[config.mk]
export PLATFORM = sky130hd
export DESIGN_NAME = uart_dl
export DESIGN_NICKNAME = d
export VERILOG_FILES = /design/src/rtl/uart_dl.sv
export SDC_FILE = /design/constraint.sdc
export NUM_CORES = 1
export LEC_CHECK = 0
export BUFFER_PORTS_ARGS = -buffer_cell sky130_fd_sc_hd__buf_2
export CAP_MARGIN = 20
export CELL_PAD_IN_SITES_DETAIL_PLACEMENT = 1
export CELL_PAD_IN_SITES_GLOBAL_PLACEMENT = 1
export CORE_AREA = 3 3 89 124
export DETAILED_ROUTE_END_ITERATION = 16
export DIE_AREA = 0 0 92 127
export PLACE_DENSITY = 0.83
export SETUP_SLACK_MARGIN = 0.5
export SKIP_CTS_REPAIR_TIMING = 1
export SLEW_MARGIN = 10
export SYNTH_ARGS = -nofsm -noshare
export SYNTH_HDL_FRONTEND = slang
export SYNTH_SLANG_ARGS = --single-unit
[constraint.sdc]
create_clock -name clk -period 6.2 [get_ports clk]
set_input_delay 0.62 -clock clk [delete_from_list [all_inputs] [get_ports clk]]
set_output_delay 0.62 -clock clk [all_outputs]
set_load 0.02 [all_outputs]
[src/rtl/uart_dl.sv]
module uart_dl #(
  parameter int OVERSAMPLE = 16,
  parameter int DIV_W      = 16
) (
  input  logic       clk,
  input  logic       rst_n,
  input  logic [1:0] bus_addr,
  input  logic       bus_wr,
  input  logic       bus_rd,
  input  logic [7:0] bus_wdata,
  output logic [7:0] bus_rdata,
  output logic       txd,
  input  logic       rxd
);
  localparam int OSW = $clog2(OVERSAMPLE);
  localparam logic [OSW-1:0] OS_LAST = OSW'(OVERSAMPLE - 1);
  localparam logic [OSW-1:0] OS_MID  = OSW'(OVERSAMPLE / 2 - 1);

  typedef enum logic [1:0] {RX_IDLE, RX_START, RX_DATA, RX_STOP} rx_st_t;

  logic [7:0] div_lo, div_hi;
  logic [DIV_W-1:0] div_raw, div_eff, bcnt;
  logic tick;

  wire wr_thr = bus_wr && bus_addr == 2'd0;
  wire wr_lo  = bus_wr && bus_addr == 2'd1;
  wire wr_hi  = bus_wr && bus_addr == 2'd2;
  wire rd_rbr = bus_rd && bus_addr == 2'd0;
  wire rd_lsr = bus_rd && bus_addr == 2'd3;

  assign div_raw = DIV_W'({div_hi, div_lo});
  assign div_eff = (div_raw == '0) ? DIV_W'(1) : div_raw;
  assign tick    = (bcnt == div_eff - DIV_W'(1));

  always_ff @(posedge clk) begin
    if (!rst_n) begin
      div_lo <= 8'd1;
      div_hi <= 8'd0;
      bcnt   <= '0;
    end else begin
      if (wr_lo) div_lo <= bus_wdata;
      if (wr_hi) div_hi <= bus_wdata;
      if (wr_lo || wr_hi || tick) bcnt <= '0;
      else                        bcnt <= bcnt + DIV_W'(1);
    end
  end

  logic [7:0]     thr;
  logic           thr_full;
  logic [9:0]     tx_sh;
  logic           tx_busy;
  logic [OSW-1:0] tx_os;
  logic [3:0]     tx_bits;

  always_ff @(posedge clk) begin
    if (!rst_n) begin
      thr      <= '0;
      thr_full <= 1'b0;
      tx_sh    <= '1;
      tx_busy  <= 1'b0;
      tx_os    <= '0;
      tx_bits  <= '0;
    end else begin
      if (tick) begin
        if (!tx_busy) begin
          if (thr_full) begin
            tx_sh    <= {1'b1, thr, 1'b0};
            tx_bits  <= 4'd10;
            tx_os    <= '0;
            tx_busy  <= 1'b1;
            thr_full <= 1'b0;
          end
        end else begin
          tx_os <= tx_os + 1'b1;
          if (tx_os == OS_LAST) begin
            tx_sh   <= {1'b1, tx_sh[9:1]};
            tx_bits <= tx_bits - 4'd1;
            if (tx_bits == 4'd1) tx_busy <= 1'b0;
          end
        end
      end
      if (wr_thr) begin
        thr      <= bus_wdata;
        thr_full <= 1'b1;
      end
    end
  end

  assign txd = tx_busy ? tx_sh[0] : 1'b1;

  logic           rx_s1, rx_s2;
  rx_st_t         rx_st;
  logic [OSW-1:0] rx_os;
  logic [2:0]     rx_n;
  logic [7:0]     rx_sh, rbr;
  logic           rx_ready, rx_ovr;

  always_ff @(posedge clk) begin
    if (!rst_n) begin
      rx_s1    <= 1'b1;
      rx_s2    <= 1'b1;
      rx_st    <= RX_IDLE;
      rx_os    <= '0;
      rx_n     <= '0;
      rx_sh    <= '0;
      rbr      <= '0;
      rx_ready <= 1'b0;
      rx_ovr   <= 1'b0;
    end else begin
      rx_s1 <= rxd;
      rx_s2 <= rx_s1;
      if (rd_rbr) rx_ready <= 1'b0;
      if (rd_lsr) rx_ovr   <= 1'b0;
      if (tick) begin
        unique case (rx_st)
          RX_IDLE: if (!rx_s2) begin
            rx_st <= RX_START;
            rx_os <= '0;
          end
          RX_START: if (rx_os == OS_MID) begin
            rx_os <= '0;
            rx_n  <= '0;
            rx_st <= rx_s2 ? RX_IDLE : RX_DATA;
          end else rx_os <= rx_os + 1'b1;
          RX_DATA: if (rx_os == OS_LAST) begin
            rx_os <= '0;
            rx_sh <= {rx_s2, rx_sh[7:1]};
            rx_n  <= rx_n + 3'd1;
            if (rx_n == 3'd7) rx_st <= RX_STOP;
          end else rx_os <= rx_os + 1'b1;
          RX_STOP: if (rx_os == OS_LAST) begin
            rx_st <= RX_IDLE;
            if (rx_s2) begin
              if (rx_ready && !rd_rbr) rx_ovr <= 1'b1;
              else begin
                rbr      <= rx_sh;
                rx_ready <= 1'b1;
              end
            end
          end else rx_os <= rx_os + 1'b1;
          default: rx_st <= RX_IDLE;
        endcase
      end
    end
  end

  always_comb begin
    unique case (bus_addr)
      2'd0: bus_rdata = rbr;
      2'd1: bus_rdata = div_lo;
      2'd2: bus_rdata = div_hi;
      default: bus_rdata = {2'b00, ~thr_full, 3'b000, rx_ovr, rx_ready};
    endcase
  end
endmodule

==> results of run 1 <==
==> worst reg2reg max path, cell delays in order (launching register included) <==
cell,delay [ps]
dfxtp_1,400
or4_4,610
nor4_1,420
a31oi_1,190
ha_1,330
o21ba_2,230
a221oi_1,270
a31oi_1,90
or4_1,550
or4_4,560
or3_1,550
or4_1,550
a31oi_1,170
==> registers in the layout, summed over array words and instances, names as in the netlist, 3 cells and up, named ones only <==
register and cells:
bcnt 16, div_hi 8, div_lo 8, rbr 8
rx_n 3, rx_os 4, rx_sh 8, thr 8
tx_bits 4, tx_os 4, tx_sh 9
==> power by group <==
part / internal [mW] / switching [mW] / leakage [nW]
sequential: 0.579 / 0.0214 / 0.712
clock: 0.365 / 0.232 / 0.160
combinational: 0.0602 / 0.101 / 1.07
total: 1.00 / 0.355 / 1.94
==> Yosys cell counts, drive strengths merged, types with 10 or more instances <==
cell	instances	area (µm²)
nor2	53	201.5
dfxtp	88	1762
nand3	29	145.1
a21oi	25	125.1
o21ai	19	95.09
nand2	56	210.2
xor2	15	131.4
xnor2	15	131.4
buf	12	92.59
clkbuf	20	95.09
mux2i	40	400.4
or4	16	132.6
nor3	10	50.05
and3	10	62.56
==> per-layer routing <==
layer	vias to the layer above	share of wire [%]	wire length, µm	track usage [%]
met5	-	0	0	0
met4	0	3.7	477	11.72
met2	69	53	6772	41.27
met3	31	2.6	328	4.181
li1	1900	-	-	-
met1	1921	41	5235	25.58
==> per-stage QoR <==
stage          power [mW]  utilization (%)
3_3_place_gp       0.7645            47.35
2_1_floorplan      0.7280                -
6_report            1.358            50.56
3_5_place_dp       0.7715            47.35
5_1_grt             1.410            50.56
4_1_cts             1.363            50.56
==> final cells by class <==
cell class	instances	share of cell area (%)
inverter	9	0.6677
clock buffer	11	4.797
multi-input combinational	397	52.25
clock inverter	5	1.558
timing repair buffer	25	2.572
tap	135	3.338
sequential	88	34.82
==> cell families (layout without fill, tap and decap cells) <==
| kind of cell | count (synthesis) | in the layout | synth area share (%) |
|---|---|---|---|
| flops | 88 | 88 | 37.92 |
| buf+inv | 43 | 50 | 5.279 |
| compound gates | 86 | 86 | 12.09 |
| fa+ha+maj | 8 | 8 | 2.155 |
| simple gates | 223 | 223 | 25.13 |
| mux | 50 | 50 | 11.77 |
| xor+xnor | 30 | 30 | 5.656 |
==> path summary, 6_finish.rpt <==
| check | from | to | slack [ps] | depth (start not counted) |
|---|---|---|---|---|
| max | div_hi[1]$_SDFFE_PN0P_ | tx_os[3]$_SDFFE_PN0P_ | 1240 | 12 |
| min | rx_s1$_SDFF_PN1_ | rx_s2$_SDFF_PN1_ | 420 | 1 |
| max reg2reg | div_hi[1]$_SDFFE_PN0P_ | tx_os[3]$_SDFFE_PN0P_ | 1240 | 12 |
| min reg2reg | rx_s1$_SDFF_PN1_ | rx_s2$_SDFF_PN1_ | 420 | 1 |
==> out/qor.yml, run 1 <==
outcome: "complete, no violations"
antenna_found_initial: 0
place_area_um2: 4738
crit_required_ps: 6470
relSlewSlack_pct: 39.53
syn_nets: 551
crit_chain: "or4_4 > nor4_1 > a31oi_1 > ha_1 > o21ba_2 > a221oi_1 > a31oi_1 > or4_1 > or4_4 > or3_1 > or4_1 > a31oi_1"
synthesis.area_um2: 4646
yosysSeqAreaShare_pct: 37.92
grt_pass1_wl_um: 21110
ys_ff_latch: 88
ant_nets: 0
syn2layout_area_growth_pct: 8.915
fin_crit_ps: 4963
clk_latency_ps: 340
grt_pass1_vias: 4150
clkTransAtPathRegs_ps: 70
dieHeight_um: 127
avgViaCountPerCell: 5.852
critPathTopFamily: "simple AND/OR/NAND/NOR gates"
layout_common_cells: "dfxtp_1, nand2_1, nor2_1, mux2i_1, nand3_1"
synth_edf_count: 0
cts_tree: "done"
routabilityCongestion: 0.8793
syn_avg_cell_area_um2: 8.799
overflow: 0
finClkSkew_ps: 5.502
cp_max_fo: 16
final_net_count: 553
setup-violations-final: 0
final_cells: 670
holdWs_ps: 415.1
ys_types: 62
crit_top_cell: "a31oi_1"
die_x_um: 92
fillers: 1200
core-area_um2: 10010
n_antenna_cell: 0
max_freq_ghz: 0.2015
seq_area_um2: 1762
timing.final.ws_setup_ps: 1237
start_kind: "flop"
clock_path_buffers: 2
drc: 0
io_buffers: 23
pre_cts_ws_ps: 1316
rsz0062_at_grt: "no"
io_pins: 24
leakage_nw: 1.944
slew_viol_final: 0
crit_type: "reg -> reg"
grt_use_total_pct: 22.91
cp_slowest_cell: "or4_4"
min_path_type: "reg -> reg"
drtIter0Drc: 220
cts.sinks: 88
power_density_nw_per_um2: 268.4
synth_flop_cell: "dfxtp_1"
finalCritPeriodShare_pct: 80.04
hold_viol_final: 0
clock-root-buffer: "clkbuf_16"
synthCells: 528
layout_commonest_cell: "dfxtp_1"
crit_path_max_incr_delay_ps: 610
fin_tns_setup_ps: 0
start_util_pct: 46.42
dr.pass1.iters: 4
routedWlPerCell_um: 19.13
crit_arrival_ps: 5230
multi_input_area_um2: 2644
critPathBufInv: 0
die_area_um2: 11680
async_flop_share_pct: 0
worst_pin_slew_ps: 903.1
drive_above_1_share_pct: 13.08
cap_violations: 0
rows: 43
fin_area_um2: 5060
ir_worst_vdd_mv: 0.1420
via_count: 3921
yosys_warnings: 0
wirelength_um: 12810
dpl.cell_count: 654
cts-buffers-inserted: 9
hpwl_um: 9061
cp-end-kind: "flop"
grt_start_max_net_pins: 54
cts.htree.levels: 3
No activity file was read; power rests on OpenSTA's default activity.
==> inputs of run 2 (changes only) <==
--- a/config.mk
+++ b/config.mk
@@ -9,10 +9,10 @@
 export CAP_MARGIN = 20
 export CELL_PAD_IN_SITES_DETAIL_PLACEMENT = 1
 export CELL_PAD_IN_SITES_GLOBAL_PLACEMENT = 1
-export CORE_AREA = 3 3 89 124
+export CORE_AREA = 3 3 92 129
 export DETAILED_ROUTE_END_ITERATION = 16
-export DIE_AREA = 0 0 92 127
-export PLACE_DENSITY = 0.83
+export DIE_AREA = 0 0 95 132
+export PLACE_DENSITY = 0.81
 export SETUP_SLACK_MARGIN = 0.5
 export SKIP_CTS_REPAIR_TIMING = 1
 export SLEW_MARGIN = 10
==> constraint.sdc (replaced) <==
create_clock -name clk -period 4.1 [get_ports clk]
set_input_delay 0.41 -clock clk [delete_from_list [all_inputs] [get_ports clk]]
set_output_delay 0.41 -clock clk [all_outputs]
set_load 0.02 [all_outputs]
==> run 2 against run 1 <==
  * Global-route usage fell by 1.1 points
  * Largest cell class unchanged
  * Largest power group is now clock
  * Setup slack worse by 1200 ps
  * Non-clock buffer count increased by 40
  * Worst hold slack got worse by 170 ps
  * Sequential cell count did not move
==> out/qor.yml, run 2 (synthesis gave the netlist of run 1 again) <==
clock-root-buffer: "clkbuf_16"
ir_worst_vdd_mv: 0.1820  # +28%
holdWs_ps: 242.3  # -172.8 ps
min_to: "rx_s1$_SDFF_PN1_"
crit_arrival_ps: 4300  # -930 ps
grt_use_total_pct: 21.83  # -1.1 points
layout_common_cells: "dfxtp_1, nand2_1, mux2i_1, nor2_1, buf_4"
clkTransAtPathRegs_ps: 70  # about the same
crit_required_ps: 4370  # -2100 ps
largest_reg_flops: 16  # unchanged
crit_chain: "or4_4 > nor4_4 > a31oi_4 > ha_4 > o21ba_4 > a221oi_2 > a31oi_1 > or4_1 > or4_4 > or3_4 > or4_1 > a31oi_1"
finalCritPeriodShare_pct: 98.22  # +18 points
overflow: 0  # unchanged
cp_max_fo: 8  # -8
max_freq_ghz: 0.2483  # +23%
cp-end-kind: "flop"
cts_tree: "done"
hold_viol_final: 0  # unchanged
post-route-util_pct: 52.25  # +1.7 points
reg2reg_to: "tx_bits[2]$_SDFFE_PN0P_"
core-area_um2: 10870  # +8.6%
die_x_um: 95  # +3.3%
min-delay-start: "rxd"
grt_pass1_vias: 4301  # +3.6%
fin_crit_ps: 4027  # -935.5 ps
critPathTopFamily: "simple AND/OR/NAND/NOR gates"
cts-buffers-inserted: 9  # unchanged
leakage_nw: 2.208  # +14%
cts.htree.levels: 3  # unchanged
worst_pin_slew_ps: 902.4  # -0.6597 ps
largestRegisters: "bcnt: 16 flops, tx_sh: 9 flops"
routedWlPerCell_um: 19.91  # +4.1%
n_antenna_cell: 0  # unchanged
dieHeight_um: 132  # +3.9%
finalPower_mw: 2.202  # +62%
clk_latency_ps: 350  # about the same
drive_above_1_share_pct: 26.09  # +13 points
slew_viol_final: 0  # unchanged
io_pins: 24  # unchanged
finClkSkew_ps: 10.34  # +4.839 ps
syn2layout_area_growth_pct: 22.22
rows: 45  # +4.7%
drtIter0Drc: 151  # -31%
clock_path_buffers: 2  # unchanged
timing.final.ws_setup_ps: 72.92  # -1165 ps
critPathBufInv: 0  # unchanged
start_kind: "flop"
min_path_type: "in -> reg"
final_net_count: 593  # +7.2%
drc: 0  # unchanged
outcome: "complete, no violations"
dr.pass1.iters: 4  # unchanged
crit_path_max_incr_delay_ps: 560  # -50 ps
hpwl_um: 9708  # +7.1%
cp_slowest_cell: "or4_4"
grt_pass1_wl_um: 21720  # +2.9%
cap_violations: 0  # unchanged
crit_type: "reg -> reg"
wirelength_um: 14260  # +11%
rsz0062_at_grt: "yes"
cts.sinks: 88  # unchanged
die_area_um2: 12540  # +7.3%
grt_start_max_net_pins: 34  # -37%
pre_cts_ws_ps: -60.75  # -1377 ps
io_buffers: 23  # unchanged
whs_path_depth: 2  # +1
routabilityCongestion: 0.9862  # +12%
r2r_setup_slack_ps: 70  # -1160 ps
ant_nets: 0  # unchanged
via_count: 4138  # +5.5%
r2r-start: "div_hi[4]$_SDFFE_PN0P_"
multi_input_area_um2: 2917  # +10%
top_register: "bcnt"
start_util_pct: 42.75  # -3.7 points
relSlewSlack_pct: 39.76  # +0.23 points
r2r_cells: 12  # unchanged
avgViaCountPerCell: 5.779  # -1.2%
seq_area_um2: 1764  # +0.14%
antenna_found_initial: 0  # unchanged
layout_commonest_cell: "dfxtp_1"
power_density_nw_per_um2: 387.8  # +44%
fillers: 1264  # +5.3%
setup-violations-final: 0  # unchanged
## run 2: cell types whose count changed in the layout (fill, tap and decap cells not counted), sizes merged
| cell | previous run | this run |
|---|---|---|
| clkbuf | 11 | 9 |
| inv | 10 | 12 |
| buf | 25 | 65 |
| clkinvlp | 0 | 1 |
| clkinv | 2 | 1 |
## run 2: area by class of cell
class	count	share of cell area (%)
multi-input combinational	397	51.37
sequential	88	31.07
tap	141	3.107
inverter	9	0.5950
clock buffer	9	3.967
clock inverter	7	1.785
timing repair buffer	65	8.109
## run 2: per-stage QoR
stage          cell area [µm²]  TNS, ps  cells
5_1_grt                   5678   -277.2    716
6_report                  5678        0    716
2_1_floorplan             4696        0    528
3_3_place_gp              5017        0    690
3_5_place_dp              5017   -150.3    690
4_1_cts                   5344   -220.1    706
## run 2: report_power, final
group          switching (mW)  total [mW]  internal [mW]
Sequential             0.0250       0.900          0.875
Combinational           0.216       0.388          0.172
Clock                   0.372       0.914          0.542
## run 2: worst max-delay path by stage
stage | from | to | depth (start not counted) | slack, ps
6_report | div_hi[4]$_SDFFE_PN0P_ | tx_bits[2]$_SDFFE_PN0P_ | 12 | 70
5_1_grt | div_hi[4]$_SDFFE_PN0P_ | tx_bits[2]$_SDFFE_PN0P_ | 12 | -70
4_1_cts | div_hi[4]$_SDFFE_PN0P_ | tx_bits[2]$_SDFFE_PN0P_ | 11 | -60
3_3_place_gp | div_hi[4]$_SDFFE_PN0P_ | tx_bits[2]$_SDFFE_PN0P_ | 11 | 100
2_1_floorplan | div_hi[4]$_SDFFE_PN0P_ | tx_bits[2]$_SDFFE_PN0P_ | 12 | 170
3_5_place_dp | div_hi[4]$_SDFFE_PN0P_ | tx_os[3]$_SDFFE_PN0P_ | 11 | -60
## run 2: routing by layer
layer	part of all wire, %	track usage (%)	up-vias
met3	2.7	3.655	40
met2	53	38.45	81
met5	0	0	-
li1	-	-	1975
met1	39	24.85	2042
met4	4.7	10.75	0
